==> src/rtl/conn_io_pkg.sv <==
package conn_io_pkg;

  typedef enum logic [1:0] {
    OP_RESEL = 2'b00,
    OP_DISC  = 2'b01,
    OP_WSEL  = 2'b10,
    OP_SET   = 2'b11
  } opcode_e;

  typedef enum logic [1:0] {
    ST_IDLE = 2'b00,
    ST_ARB  = 2'b01,
    ST_WSEL = 2'b10
  } state_e;

  // Strobes from control to datapath
  typedef struct packed {
    logic capture;     // save instruction fields
    logic fetch;       // issue a fetch this edge
    logic useJump;     // fetch source: jump address
    logic useLive;     // fetch source: live script pointer
    logic modeWr;      // update mode
    logic modeVal;     // 1 = target
    logic connect;     // start driving bus
    logic disconnect;  // release all bus outputs
    logic applySet;    // apply Set instruction bits
  } dpCtl_t;

endpackage

==> src/rtl/conn_io_ctrl.sv <==
module conn_io_ctrl
  import conn_io_pkg::*;
(
  input  logic       clk,
  input  logic       rstN,
  input  logic       start,
  input  logic [1:0] opcode,
  input  logic       arbWon,
  input  logic       selected,
  input  logic       reselected,
  input  logic       cpuAbort,
  output dpCtl_t     ctl,
  output logic       arbReq,
  output logic       busy
);

  state_e stateQ, stateD;

  always_comb begin
    ctl    = '0;
    stateD = stateQ;
    unique case (stateQ)
      ST_IDLE: begin
        if (start) begin
          unique case (opcode_e'(opcode))
            OP_RESEL: begin
              ctl.capture = 1'b1;
              stateD      = ST_ARB;
            end
            OP_WSEL: begin
              ctl.capture = 1'b1;
              stateD      = ST_WSEL;
            end
            OP_DISC: begin
              ctl.fetch      = 1'b1;
              ctl.useLive    = 1'b1;
              ctl.disconnect = 1'b1;
            end
            OP_SET: begin
              ctl.fetch    = 1'b1;
              ctl.useLive  = 1'b1;
              ctl.applySet = 1'b1;
            end
            default: ;
          endcase
        end
      end
      ST_ARB: begin
        // being selected/reselected beats arbitration
        if (selected || reselected) begin
          ctl.fetch   = 1'b1;
          ctl.useJump = 1'b1;
          ctl.modeWr  = 1'b1;
          ctl.modeVal = selected;
          stateD      = ST_IDLE;
        end else if (arbWon) begin
          ctl.fetch   = 1'b1;
          ctl.connect = 1'b1;
          stateD      = ST_IDLE;
        end
      end
      ST_WSEL: begin
        if (cpuAbort) begin
          ctl.fetch   = 1'b1;
          ctl.useJump = 1'b1;
          stateD      = ST_IDLE;
        end else if (selected) begin
          ctl.fetch   = 1'b1;
          ctl.modeWr  = 1'b1;
          ctl.modeVal = 1'b1;
          stateD      = ST_IDLE;
        end else if (reselected) begin
          ctl.fetch   = 1'b1;
          ctl.useJump = 1'b1;
          ctl.modeWr  = 1'b1;
          ctl.modeVal = 1'b0;
          stateD      = ST_IDLE;
        end
      end
      default: stateD = ST_IDLE;
    endcase
  end

  always_ff @(posedge clk) begin
    if (!rstN) stateQ <= ST_IDLE;
    else       stateQ <= stateD;
  end

  assign arbReq = (stateQ == ST_ARB);
  assign busy   = (stateQ != ST_IDLE);

  // arbitration request persists until an event arrives
  assert_arb_hold_R1: assert property (@(posedge clk) disable iff (!rstN)
    (stateQ == ST_ARB && !arbWon && !selected && !reselected) |=> (stateQ == ST_ARB));

endmodule

==> src/rtl/conn_io_dp.sv <==
module conn_io_dp
  import conn_io_pkg::*;
#(
  parameter int ADDR_W = 32,
  parameter int ID_W   = 4
) (
  input  logic              clk,
  input  logic              rstN,
  input  dpCtl_t            ctl,
  input  logic [ID_W-1:0]   destId,
  input  logic              setAck,
  input  logic              setAtn,
  input  logic              setTarget,
  input  logic [ADDR_W-1:0] jumpAddr,
  input  logic [ADDR_W-1:0] scriptPtr,
  output logic [ID_W-1:0]   targetId,
  output logic [ADDR_W-1:0] fetchAddr,
  output logic              fetchStb,
  output logic              done,
  output logic              modeUpd,
  output logic              modeTarget,
  output logic              latchAck,
  output logic              latchAtn,
  output logic              busDrive,
  output logic [ADDR_W-1:0] savedJump
);

  logic [ADDR_W-1:0] savedPtrQ, savedJumpQ, fetchAddrQ, nextAddr;
  logic [ID_W-1:0]   targetIdQ;
  logic fetchStbQ, doneQ, modeUpdQ, modeQ, ackQ, atnQ, driveQ;

  always_comb begin
    if (ctl.useJump)      nextAddr = savedJumpQ;
    else if (ctl.useLive) nextAddr = scriptPtr;
    else                  nextAddr = savedPtrQ;
  end

  always_ff @(posedge clk) begin
    if (!rstN) begin
      savedPtrQ  <= '0;
      savedJumpQ <= '0;
      targetIdQ  <= '0;
      fetchAddrQ <= '0;
      fetchStbQ  <= 1'b0;
      doneQ      <= 1'b0;
      modeUpdQ   <= 1'b0;
      modeQ      <= 1'b0;
      ackQ       <= 1'b0;
      atnQ       <= 1'b0;
      driveQ     <= 1'b0;
    end else begin
      fetchStbQ <= ctl.fetch;
      doneQ     <= ctl.fetch;
      modeUpdQ  <= ctl.modeWr || (ctl.applySet && setTarget);
      if (ctl.capture) begin
        savedPtrQ  <= scriptPtr;
        savedJumpQ <= jumpAddr;
        targetIdQ  <= destId;
      end
      if (ctl.fetch) fetchAddrQ <= nextAddr;
      if (ctl.modeWr) modeQ <= ctl.modeVal;
      else if (ctl.applySet && setTarget) modeQ <= 1'b1;
      if (ctl.disconnect) begin
        ackQ   <= 1'b0;
        atnQ   <= 1'b0;
        driveQ <= 1'b0;
      end else begin
        if (ctl.applySet) begin
          ackQ <= ackQ | setAck;
          atnQ <= atnQ | setAtn;
        end
        if (ctl.connect) driveQ <= 1'b1;
      end
    end
  end

  assign targetId   = targetIdQ;
  assign fetchAddr  = fetchAddrQ;
  assign fetchStb   = fetchStbQ;
  assign done       = doneQ;
  assign modeUpd    = modeUpdQ;
  assign modeTarget = modeQ;
  assign latchAck   = ackQ;
  assign latchAtn   = atnQ;
  assign busDrive   = driveQ;
  assign savedJump  = savedJumpQ;

  // fetch strobe lasts a single cycle
  assert_one_pulse_R9: assert property (@(posedge clk) disable iff (!rstN)
    fetchStbQ |=> !fetchStbQ);

  // disconnect leaves every bus output low
  assert_disc_clear_R5: assert property (@(posedge clk) disable iff (!rstN)
    ctl.disconnect |=> (!ackQ && !atnQ && !driveQ));

endmodule

==> src/rtl/conn_io_sequencer.sv <==
module conn_io_sequencer
  import conn_io_pkg::*;
#(
  parameter int ADDR_W = 32,
  parameter int ID_W   = 4
) (
  input  logic              clk,
  input  logic              rstN,
  input  logic              start,
  input  logic [1:0]        opcode,
  input  logic [ID_W-1:0]   destId,
  input  logic              setAck,
  input  logic              setAtn,
  input  logic              setTarget,
  input  logic [ADDR_W-1:0] jumpAddr,
  input  logic [ADDR_W-1:0] scriptPtr,
  input  logic              arbWon,
  input  logic              selected,
  input  logic              reselected,
  input  logic              cpuAbort,
  output logic              arbReq,
  output logic              busy,
  output logic [ID_W-1:0]   targetId,
  output logic [ADDR_W-1:0] fetchAddr,
  output logic              fetchStb,
  output logic              done,
  output logic              modeUpd,
  output logic              modeTarget,
  output logic              latchAck,
  output logic              latchAtn,
  output logic              busDrive
);

  dpCtl_t            ctl;
  logic [ADDR_W-1:0] savedJump;

  conn_io_ctrl u_ctrl (
    .clk(clk), .rstN(rstN), .start(start), .opcode(opcode),
    .arbWon(arbWon), .selected(selected), .reselected(reselected),
    .cpuAbort(cpuAbort), .ctl(ctl), .arbReq(arbReq), .busy(busy)
  );

  conn_io_dp #(.ADDR_W(ADDR_W), .ID_W(ID_W)) u_dp (
    .clk(clk), .rstN(rstN), .ctl(ctl), .destId(destId),
    .setAck(setAck), .setAtn(setAtn), .setTarget(setTarget),
    .jumpAddr(jumpAddr), .scriptPtr(scriptPtr), .targetId(targetId),
    .fetchAddr(fetchAddr), .fetchStb(fetchStb), .done(done),
    .modeUpd(modeUpd), .modeTarget(modeTarget), .latchAck(latchAck),
    .latchAtn(latchAtn), .busDrive(busDrive), .savedJump(savedJump)
  );

  // selection during arbitration branches to the jump address
  assert_sel_jump_R3: assert property (@(posedge clk) disable iff (!rstN)
    (arbReq && (selected || reselected)) |=> (fetchStb && fetchAddr == savedJump));

  // being selected reports target mode
  assert_sel_target_R4: assert property (@(posedge clk) disable iff (!rstN)
    (busy && selected && !(cpuAbort && !arbReq)) |=> (modeUpd && modeTarget));

  // abort during wait select branches with no mode change
  assert_abort_jump_R7: assert property (@(posedge clk) disable iff (!rstN)
    (busy && !arbReq && cpuAbort) |=> (fetchStb && !modeUpd && fetchAddr == savedJump));

endmodule

==> config.mk <==
export PLATFORM = sky130hd
export DESIGN_NAME = conn_io_sequencer
export DESIGN_NICKNAME = d
export VERILOG_FILES = /design/src/rtl/conn_io_pkg.sv /design/src/rtl/conn_io_ctrl.sv /design/src/rtl/conn_io_dp.sv /design/src/rtl/conn_io_sequencer.sv
export SDC_FILE = /design/constraint.sdc
export NUM_CORES = 1
export LEC_CHECK = 0
export CORE_ASPECT_RATIO = 1.1
export CORE_UTILIZATION = 55
export CTS_BUF_LIST = sky130_fd_sc_hd__clkbuf_2
export CTS_CLUSTER_DIAMETER = 30
export DETAILED_ROUTE_END_ITERATION = 10
export PLACE_DENSITY = 0.89
export SYNTH_ARGS = -nofsm -noshare
export SYNTH_HDL_FRONTEND = slang
export SYNTH_HIERARCHICAL = 1
export SYNTH_SLANG_ARGS = --single-unit
==> constraint.sdc <==
create_clock -name clk -period 3.5 [get_ports clk]
set_clock_uncertainty 0.15 [all_clocks]
set_input_delay 0.35 -clock clk [delete_from_list [all_inputs] [get_ports clk]]
set_output_delay 0.35 -clock clk [all_outputs]
set_load 0.005 [all_outputs]
==> impl_summary.md, run 1 <==
Run status
The flow ran to the end, and the final reports show no timing, DRC or antenna violations.

Global route
After global routing the overflow that remains totals 0. Entering global routing, the biggest net connects roughly 110 pins. The via count of the first global-routing pass is roughly 3,500.

For this run, the total global-route usage over all layers was measured as 0.232. The first global-routing pass estimated about 17,000 um of wire. The number of antenna violations at the first check in global routing came to 0.

Logic synthesis
The number of flops mapped to enable cells by yosys is 0. The share of the Yosys chip area taken by registers is 0.427. The synthesis-stage register bit count is roughly 110. In the synthesized netlist the dominant register cell turns out to be dfxtp_1. Counting every instance in the synthesized netlist gives approximately 470. The dominant combinational cell family by area after synthesis is multiplexers.

The net count after synthesis is 551. Of the total synthesized cell area, the portion taken by AND, OR, NAND and NOR gates is 0.188. Of the total synthesized cell area, the portion taken by XOR and XNOR cells is 0. The average instance in the mapped netlist occupies between 10 and 15 sq um.

Of the total synthesized cell area, the portion taken by full adders, half adders and majority gates is 0.0148. The async set-reset flop share out of synthesis is 0. The fraction of the mapped netlist area in compound gates came to 0.112. Measured against the total synthesized area, the mux share comes to 0.202.

The total of warnings raised by yosys is 6. The count of cell types in the netlist is 32. The synthesized netlist occupies a cell area of roughly 5100 sq um.

Power
The internal power summed over all cells is between 1.5 and 2 mW. In this run the power density over the cells is 411 nW/um^2. The analysis attributes to net switching a power of slightly above 800 uW.

The share of total power dissipated in sequential elements is 0.528. The part of the total power dissipated in combinational logic is 0.271. The total power consumption of the routed design is 2.61 mW.

The share of total power dissipated in the clock network is 0.201. The leakage power total is 2.18 nW. IR analysis of the VDD net gives a maximum drop of 0.000222 V. The proportion of total power due to net switching is 0.309.

CTS
Clock-pin slew was measured on the worst setup and hold paths at between 0.3 and 0.4 ns. Hold repair after CTS inserted 0 buffers. Buffers added to address setup during post-CTS repair amount to 0.

The clock sink count is approximately 110. The clock root buffer is clkbuf_2. The maximum clock insertion buffer count is 2. The later pin in the worst-skew pair is clocked with a latency of 0.58 ns.

TritonCTS built the clock tree. The H-tree was split into 3 levels. The post-cts repair resize count is 0. TritonCTS created 9 clock buffers.

Setup path
The arrival time at the worst endpoint is between 2 and 2.5 ns. Along the worst path, the maximum fanout reaches 5. The kind of start point of the critical path is a flip-flop. The type of element capturing the critical path is an output port. The worst endpoint required time is approximately 3.0 ns.

The type of the worst setup path is flip-flop to output port.

STA
The tightest hold path in the finished design has a slack of about 0.19 ns. For the final routed database, the setup TNS stands at 0 ns. The number of hold violations in the final report was 0.

The post-route fraction of the period consumed by the critical path is 0.742. The final count of negative-setup-slack endpoints is 0. Setup repair after global routing left no endpoint under its margin. The worst pin sits at a relative slew slack of 0.340. The minimum clock period is roughly 2.6 ns.

The maximum clock frequency is 385 MHz. Once routing completed, OpenROAD measured the worst setup slack at 0.904 ns. The number of max-slew violations in the final report is 0. The transition time at the pin with the least slew margin is a little under 1 ns.

Route
Summed over all nets, wire length on met2 after detailed routing comes to 5530 um. The final routed wire length divided by cell count is approximately 16 um. Summed over all nets, wire length on met3 after detailed routing comes to 530 um.

For this block, wires on met1 add up to 4920 um. After detailed routing, the number of remaining DRC violations is 0. The final layout contains routed wiring with a total length of ~11,000 um. Routed signal wires occupy layers up through met4. The detailed router placed roughly 3,700 vias in this run. Once detail routing completed, the nets flagged for antenna violations numbered 0. After the first detailed-routing iteration, the DRC count stood at between 100 and 150.

The number of search-and-repair iterations in the first detailed-routing pass is 4. Using the TritonRoute via totals, the vias-per-cell ratio works out to ~5.4.

Final layout
The signed area change from the synthesized netlist to the final layout is 25.4%. The filler cells instantiated in the layout total approximately 680. Summing all multi-input logic gate instances after layout gives around 2600 sq um. The final-stage net count is roughly 650. The number of antenna repair diodes is 0. The proportion of layout cells with a drive suffix above 1 is 0.103. The finished cells cover 6350 sq um. Registers take ~2200 sq um.

Die
The floorplan step defined a die boundary enclosing roughly 9600 sq um. The initial utilization of the core area, before any placement, comes to 0.568. The die span in y is 103 um.

The x dimension of the die is a little over 90 um. The count of pins on the block boundary is ~130. The floorplan step defined a core boundary enclosing just under 9000 sq um. Row generation in the floorplan step produced 36 rows.

Placement
The placement-stage worst setup slack is between 0.8 and 0.9 ns. Routability-driven placement finished with a final weighted congestion of between 0.8 and 0.9. The count of buffers from port buffering is 124.

The estimated wirelength of the detail-placed design is about 7500 um. The area after detailed placement is between 6000 and 7000 sq um.

Flow run
The max-cap violation count is 0.

Hold path
The tightest min-delay check is of the primary input to flip-flop type.
[power groups by stage]
stage / combinational [mW] / clock, mW / sequential [mW]
floorplan: 0.468 / 0 / 1.39
global placement: 0.688 / 0 / 1.40
detailed placement: 0.709 / 0 / 1.40
CTS: 0.710 / 0.538 / 1.38
global route: 0.762 / 0.597 / 1.39
finish: 0.709 / 0.525 / 1.38
[metrics by stage]
| step | cells | util |
|---|---|---|
| after floorplan | 465 | - |
| after global placement | 671 | 0.701 |
| after detailed placement | 671 | 0.701 |
| after CTS | 687 | 0.712 |
| after global routing | 687 | 0.712 |
| final | 687 | 0.712 |
[cell usage after synthesis, drive strengths merged (2+ instances only)]
library cell | number | area [sq um]
nor2b | 72 | 450
inv | 5 | 18.8
o221ai | 32 | 468
nand2b | 3 | 18.8
a21oi | 4 | 20.0
buf | 33 | 251
nand2 | 38 | 145
o211a | 2 | 20.0
dfxtp | 108 | 2160
nand3b | 33 | 260
ha | 6 | 75.1
nor2 | 7 | 26.3
clkbuf | 5 | 18.8
o21ai | 3 | 15.0
mux2i | 102 | 1020
nand3 | 2 | 10.0
and2 | 2 | 12.5
[cells by family after synthesis]
kind of cell	after synthesis
DFF	108
AOI/OAI and AO/OA	45
adders and majority gates	6
and+or+nand+nor	161
muxes	102
buffers and inverters	43
[path summary, 6_finish.rpt]
check | start | to | slack [ns] | cells past startpoint
worst max-delay path | u_ctrl/stateQ[0]$_SDFFE_PN0P_ | busy | 0.90 | 4
worst min register to register | u_dp/busDrive$_SDFFE_PP0P_ | u_dp/busDrive$_SDFFE_PP0P_ | 0.35 | 2
worst max register to register | u_ctrl/stateQ[0]$_SDFFE_PN0P_ | u_dp/modeTarget$_SDFFE_PN0P_ | 1.03 | 8
worst min-delay path | jumpAddr[6] | u_dp/savedJump[6]$_SDFFE_PN0P_ | 0.19 | 3
[area by class of cell]
cell class              instances  area share
inverters                       5     0.00295
repair buffers                130       0.204
clock buffers                  10     0.00788
flip-flops and latches        108       0.340
clock inverters                 6     0.00748
multi-input cells             314       0.415
well taps                     114      0.0225
[worst max-delay path, cell delays in order (launching register included)]
cell	delay [ns]
dfxtp_1	0.49
inv_1	0.11
ha_1	0.27
inv_1	0.13
clkdlybuf4s50_1	0.51
[placed cells by master, fill, tap and decap left out, drive strengths merged, types with 2 or more instances in the layout]
master and n:
nor2b 72, a21oi 4, buf 7, mux2i 102
nand3b 33, clkinv 4, o211a 2, nor2 7
inv 7, nand3 2, nand2b 3, o221ai 32
dfxtp 108, o21ai 3, and2 2, clkbuf 10
ha 6, clkdlybuf4s50 123, nand2 38
[flip-flops by register name, summed over array words and instances (netlist names)]
signal and cells:
u_dp/modeUpd 1, u_dp/targetId 4, u_dp/savedPtrQ 32, u_dp/savedJump 32
u_dp/busDrive 1, u_dp/latchAtn 1, u_dp/latchAck 1, u_dp/fetchAddr 32
u_dp/modeTarget 1, u_ctrl/stateQ 2, u_dp/done 1
[per-layer routing]
metal  vias to the layer above  GRT usage
li1                       1834          -
met1                      1759      0.291
met2                       100      0.400
met3                         9     0.0457
met4                         0     0.0805
met5                         -          0
No activity file was read; power rests on OpenSTA's default activity.
==> inputs of run 2 (changes only) <==
- CORE_UTILIZATION: 55 -> 46
- PLACE_DENSITY: 0.89 -> 0.79
- clock period: 3.5 -> 2.29 ns (I/O delays scaled with it)
==> run 2 against run 1 <==
Effect of this change: sequential power up 52%; sequential share of layout area is 1.2 points lower; via count did not move; critical path depth did not move; critical path type unchanged; flip-flop and latch count stayed put; cell count up 6.1%; clock power increased by 42%; wire length rose by 3.9%.
==> impl_summary.md, run 2 (same netlist as run 1, synthesis figures left out) <==
Power
Of the total power, the share spent switching nets is 0.301. The part of the total power dissipated in combinational logic is 0.296. Of the total power, registers draw 0.519.

Summed over all cells, the static leakage comes to ~2.3 nW. The total power consumption of the routed design is between 4 and 5 mW. The internal power summed over all cells is 2.83 mW. Of the total power, the clock network draws 0.185.

Across the VDD grid, the largest voltage drop is 0.000325 V. For this design the total switching power over the nets is 1.22 mW. The power per unit of standard cell area is ~600 nW/um^2.

Route
The final routed wire length divided by cell count is 15.8 um. The detailed router finished its first iteration with between 150 and 200 violations. The number of search-and-repair iterations in the first detailed-routing pass is 4. The number of vias in the routed layout is around 3,700. The DRC violation count after routing is 0. The detailed-route vias per instance is just over 5. For this block, the routed nets add up to between 10,000 and 15,000 um of wire. In this run the remaining antenna-violating nets after routing total 0. Signal routing reaches up to met4. The met1 routed wirelength after detailed routing is approximately 5200 um. Wire segments on met3 add up to roughly 530 um in the final route. Wire segments on met2 add up to about 5600 um in the final route.

STA
The number of hold violations in the final report was 0. The final count of negative-setup-slack endpoints is 0. The worst hold slack after final layout is 0.0795 ns. After layout, the minimum clock period comes to approximately 2.2 ns.

The number of max-slew violations in the final report is 0. The worst slew margin relative to its limit is 0.657. Derived from the worst setup path, the maximum achievable clock frequency is 455 MHz. Dividing the final minimum period by the clock period gives 0.959. The worst setup slack after layout is slightly above 0.09 ns. The accumulated negative setup slack is 0 ns. The transition time at the pin with the least slew margin is about 0.5 ns.

Setup repair after global routing could not meet its margin everywhere.

Setup path
By startpoint and endpoint, the worst setup path is classified as flip-flop to output port. The kind of start point of the critical path is a flip-flop. Traced cell by cell, the critical path runs through inv_1, ha_4, inv_2, clkdlybuf4s50_1. The biggest cell delay along the critical path is 0.50 ns. At the worst endpoint, the required time is about 1.9 ns. The type of element capturing the critical path is an output port. The slowest cell on the critical path is clkdlybuf4s50_1. The worst-path maximum fanout is 5.

The arrival time at the worst endpoint is between 1.5 and 2 ns.

Run status
The run finished with clean final reports.

Die
The core region is between 10,000 and 15,000 sq um. between 100 and 150 I/O pins were placed. The floorplan step set the die height to about 110 um. The x dimension of the die is about 100 um.

The cell row count is 39. The effective utilization at floorplan is 0.481. The area enclosed by the die boundary is between 10,000 and 15,000 sq um.

Final layout
The proportion of layout cells with a drive suffix above 1 is 0.126. The signed area change from the synthesized netlist to the final layout is 30.2%. The total of fill cells in the finished design is about 910. The top cell types in the final layout, fill and taps aside, are clkdlybuf4s50_1 (123), dfxtp_1 (106), mux2i_1 (102), nor2b_1 (72), nand2_1 (37). The final-stage net count is 667. The commonest non-fill, non-tap cell in the layout is clkdlybuf4s50_1. The number of antenna repair diodes is 0. The count of cells in the finished layout, fillers not included, comes to around 730.

Placement
In this run, placement finished with an instance count of ~700. Summed over all nets, the half-perimeter wirelength after detailed placement is 7840 um. The count of buffers from port buffering is roughly 120. At the end of routability-driven placement, the weighted congestion stood at 0.822. At the placement stage, the worst setup path has a slack of about 0.055 ns.

Hold path
The tightest min-delay check is of the primary input to flip-flop type.

CTS
For this design, the sink count on the clock tree is 108. Clock tree synthesis inserted a total of 9 buffers. The clock slew seen by the registers of the worst setup and hold paths is around 0.28 ns. The clock latency at the later pin of the worst-skew pair is between 0.5 and 0.6 ns. CTS placed an instance of clkbuf_2 at the clock tree root. TritonCTS built the clock tree. In this run the number of H-tree levels came out at 3. The maximum clock insertion buffer count is 2.

Global route
The first global-routing pass estimated 18,200 um of wire. The number of antenna violations at the first check in global routing is 0. Across every metal layer, demand over resource in global routing totals 0.205. The via count of the first global-routing pass was 3,706. Entering global routing, the biggest net connects between 60 and 70 pins. The global route total overflow is 0.

Flow run
Max-cap violations in this run came to 0.
run 2: cell count changes in the layout (fill, tap and decap cells not counted), moves of 2 or more:
cell,change
ha_1,-2
dfxtp_1,-2
inv_6,-2
clkinv_4,-2
buf_4,+3
buf_12,+8
dlygate4sd3_1,+2
run 2: path summary, 6_finish.rpt:
path                                                    start                         endpoint  slack (ns)  depth (start not counted)
worst min register to register     u_dp/busDrive$_SDFFE_PP0P_       u_dp/busDrive$_SDFFE_PP0P_        0.35                          2
worst min-delay path                             jumpAddr[27]  u_dp/savedJump[27]$_SDFFE_PN0P_        0.08                          3
worst max-delay path            u_ctrl/stateQ[0]$_SDFFE_PN0P_                             busy        0.09                          4
worst max register to register  u_ctrl/stateQ[0]$_SDFFE_PN0P_  u_dp/fetchAddr[13]$_SDFFE_PN0P_        0.29                          7
run 2: metal layers:
layer,global-route usage,vias up
met5,0,-
met4,0.0562,0
met3,0.0498,12
met2,0.335,81
met1,0.267,1755
li1,-,1854
run 2: cell type report:
| cell class | count | area [sq um] | share of cell area |
|---|---|---|---|
| multi-input cells | 314 | 2650 | 0.402 |
| flip-flops and latches | 108 | 2170 | 0.328 |
| repair buffers | 143 | 1500 | 0.227 |
| clock buffers | 11 | 55.1 | 0.00834 |
| well taps | 143 | 179 | 0.0271 |
| clock inverters | 5 | 28.8 | 0.00436 |
| inverters | 5 | 18.8 | 0.00284 |
run 2: through the flow:
step	util	instance area, sq um
finish	0.626	6600
floorplan	-	5070
CTS	0.624	6580
global placement	0.613	6460
global route	0.626	6600
detailed placement	0.613	6460
run 2: power groups by stage:
stage | sequential, mW | combinational, mW | clock, mW
final | 2.10 | 1.20 | 0.748
after global routing | 2.12 | 1.29 | 0.857
after CTS | 2.10 | 1.20 | 0.784
after detailed placement | 2.14 | 1.18 | 0
after global placement | 2.13 | 1.15 | 0
after floorplan | 2.13 | 0.715 | 0
run 2: repair_timing:
item,CTS,global route
buffers inserted,2,0
endpoints found under the hold margin,7,1
endpoints found under the setup margin,1,2
hold buffers,1,1
gates resized for setup,5,2
run 2: worst max-delay path, delay by kind of cell, from the launching register on:
kind	cells	cell delay [ns]
buffers and inverters	3	0.67
adders and majority gates	1	0.19
DFF	1	0.40
==> inputs of run 3 (changes only) <==
- CORE_UTILIZATION: 46 -> 45
- CTS_BUF_LIST: sky130_fd_sc_hd__clkbuf_2 -> sky130_fd_sc_hd__clkbuf_16
- PLACE_DENSITY: 0.79 -> 0.78
==> run 3 against run 2 <==
Effect of this change: worst setup slack better by 0.024 ns; sequential power is essentially flat; first-iteration DRC count fell by 11%; sequential share of layout area fell by 0.91 points.
==> impl_summary.md, run 3 (same netlist as run 1, synthesis figures left out) <==
Run status
The run finished with clean final reports.

Setup path
The type of element capturing the critical path is an output port. The worst-path maximum fanout is 5. The buffer and inverter count on the worst path is 3. The register-to-register setup slack is 0.25 ns. The critical path is of the flip-flop to output port type.

The slowest cell on the critical path is clkdlybuf4s50_1. The arrival time at the worst endpoint is 1.79 ns. The critical path goes through inv_1, ha_1, inv_1, clkdlybuf4s50_1. The cell that appears most often on the critical path is inv_1. STA classifies the critical path startpoint as a flip-flop. In this design, the largest share of critical-path delay is due to buffers and inverters.

The worst endpoint required time is ~1.9 ns. The largest single stage delay on the critical path is approximately 0.52 ns.

CTS
In this run, post-CTS hold repair placed 0 buffers. The maximum level of the CTS H-tree is 3. TritonCTS built the clock tree. Post-CTS repair changed the size of 0 cells. The maximum clock insertion buffer count is 2.

In this run the clock root is driven by a clkbuf_16. TritonCTS created 9 clock buffers. After clock tree synthesis, the clock-pin slew on the worst setup and hold paths is 0.07 ns. Clock tree synthesis found a total of 108 sinks. After clock tree synthesis, the setup repair step added 0 buffers. The clock latency at the later pin of the worst-skew pair is ~0.34 ns.

STA
Setup repair after global routing left no endpoint under its margin. Final hold analysis gives a worst-case slack of between 0.2 and 0.3 ns. At the pin with the least slew margin, the transition time is around 0.55 ns. In this run the tightest slew margin relative to its limit is 0.635. Setup violations remaining at the end of the flow were counted as 0. The number of hold violations in the final report was 0. The minimum clock period is ~2.2 ns. The post-route fraction of the period consumed by the critical path is 0.949. The accumulated negative setup slack is 0 ns.

Static timing analysis puts the maximum clock frequency at 460 MHz. The number of max-slew violations in the final report is 0.

Die
The x dimension of the die is roughly 100 um. The total area inside the core boundary comes to 11,000 sq um. The count of pins on the block boundary is approximately 130.

The initial utilization of the core area, before any placement, comes to 0.462. The die span in y is about 110 um. The cell row count is 40. The area enclosed by the die boundary is 11,700 sq um.

Power
Dividing total power by cell area gives a power density of just over 700 nW/um^2. The peak supply drop is about 0.00045 V. In this run the static leakage power is around 2.3 nW. The total power consumption of the routed design is around 4.8 mW.

Final layout
The repair_antennas step left the layout with diodes totalling 0. The top cell types in the final layout, fill and taps aside, are clkdlybuf4s50_1 (123), dfxtp_1 (108), mux2i_1 (102), nor2b_1 (72), nand2_1 (37). Leaving out fill and tap cells, the most frequent cell in the layout is clkdlybuf4s50_1. The area taken by flip-flops and latches is about 2200 sq um. The final-stage net count is between 600 and 700. The total of fill cells in the finished design is approximately 900.

The area of combinational cells with multiple inputs is around 2600 sq um. The area growth from synthesis to layout is 33.6%. For this run, the share of the core covered by cells in the final layout is 0.618. In the final layout, the share of cells above drive strength 1 is 0.115.

Global route
The number of antenna violations at the first check in global routing is 0. The via count of the first global-routing pass was approximately 3,700. Entering global routing, the biggest net connects 43 pins.

The wire length of the first global-routing pass is between 15,000 and 20,000 um. In the global route stage, overall resource usage came out at 0.202. The global route total overflow is 0.

Placement
The global placer's final weighted congestion is roughly 0.74. The estimated wirelength of the detail-placed design is roughly 7900 um. During placement, the flow inserted port buffers numbering about 120.

Route
For this run, design rule violations remaining after detail routing come to 0. Detailed routing inserted a total of 3,672 vias. The number of search-and-repair iterations in the first detailed-routing pass is 4. In the final routed layout, each cell accounts on average for 15.4 um. Summed over all layers, the routed wires come to roughly 11,000 um. The detail route stage leaves a number of antenna-violating nets equal to 0. After detailed routing, the number of vias per cell comes to 5.04. The number of DRC markers in iteration 0 is roughly 140.

Hold path
The type of the most critical hold path is primary input to flip-flop.

Flow run
The tool flagged a number of max-cap violations equal to 0.
-- run 3: cell types whose count changed in the layout (fill, tap and decap cells not counted), moves of 2 or more --
| cell | previous run | this run |
|---|---|---|
| dfxtp_1 | 106 | 108 |
| ha_1 | 4 | 6 |
| dlygate4sd3_1 | 2 | 0 |
| buf_4 | 8 | 5 |
| clkbuf_2 | 11 | 0 |
| inv_1 | 3 | 5 |
| clkbuf_16 | 0 | 9 |
-- run 3: path summary, 6_finish.rpt --
check,from,endpoint,cells past startpoint
worst max-delay path,u_ctrl/stateQ[0]$_SDFFE_PN0P_,busy,4
worst min-delay path,rstN,u_dp/savedJump[5]$_SDFFE_PN0P_,2
worst max register to register,u_ctrl/stateQ[0]$_SDFFE_PN0P_,u_dp/fetchAddr[0]$_SDFFE_PN0P_,6
worst min register to register,u_dp/busDrive$_SDFFE_PP0P_,u_dp/busDrive$_SDFFE_PP0P_,2
-- run 3: area by class of cell --
class                      count  area share
multi-input combinational    314       0.390
sequential                   108       0.319
timing repair buffer         139       0.218
clock buffer                   9      0.0333
tap                          147      0.0272
clock inverter                 7     0.00998
inverter                       5     0.00277
-- run 3: per-stage QoR --
step	worst slack, ns	instances	cell area (sq um)
after floorplan	0.430	465	5070
after global placement	0.104	713	6480
after detailed placement	0.0222	713	6480
after CTS	0.0887	729	6770
after global routing	0.0181	729	6770
final	0.118	729	6770
-- run 3: report_power, final --
part	switching, mW	internal (mW)
logic	0.522	0.637
registers	0.0794	2.02
clock network	0.691	0.845
total	1.29	3.50
-- run 3: layer usage --
metal  track usage  wire (um)
met1         0.251       5150
met2         0.328       5390
met3        0.0544        431
met4        0.0836        263
met5             0          0
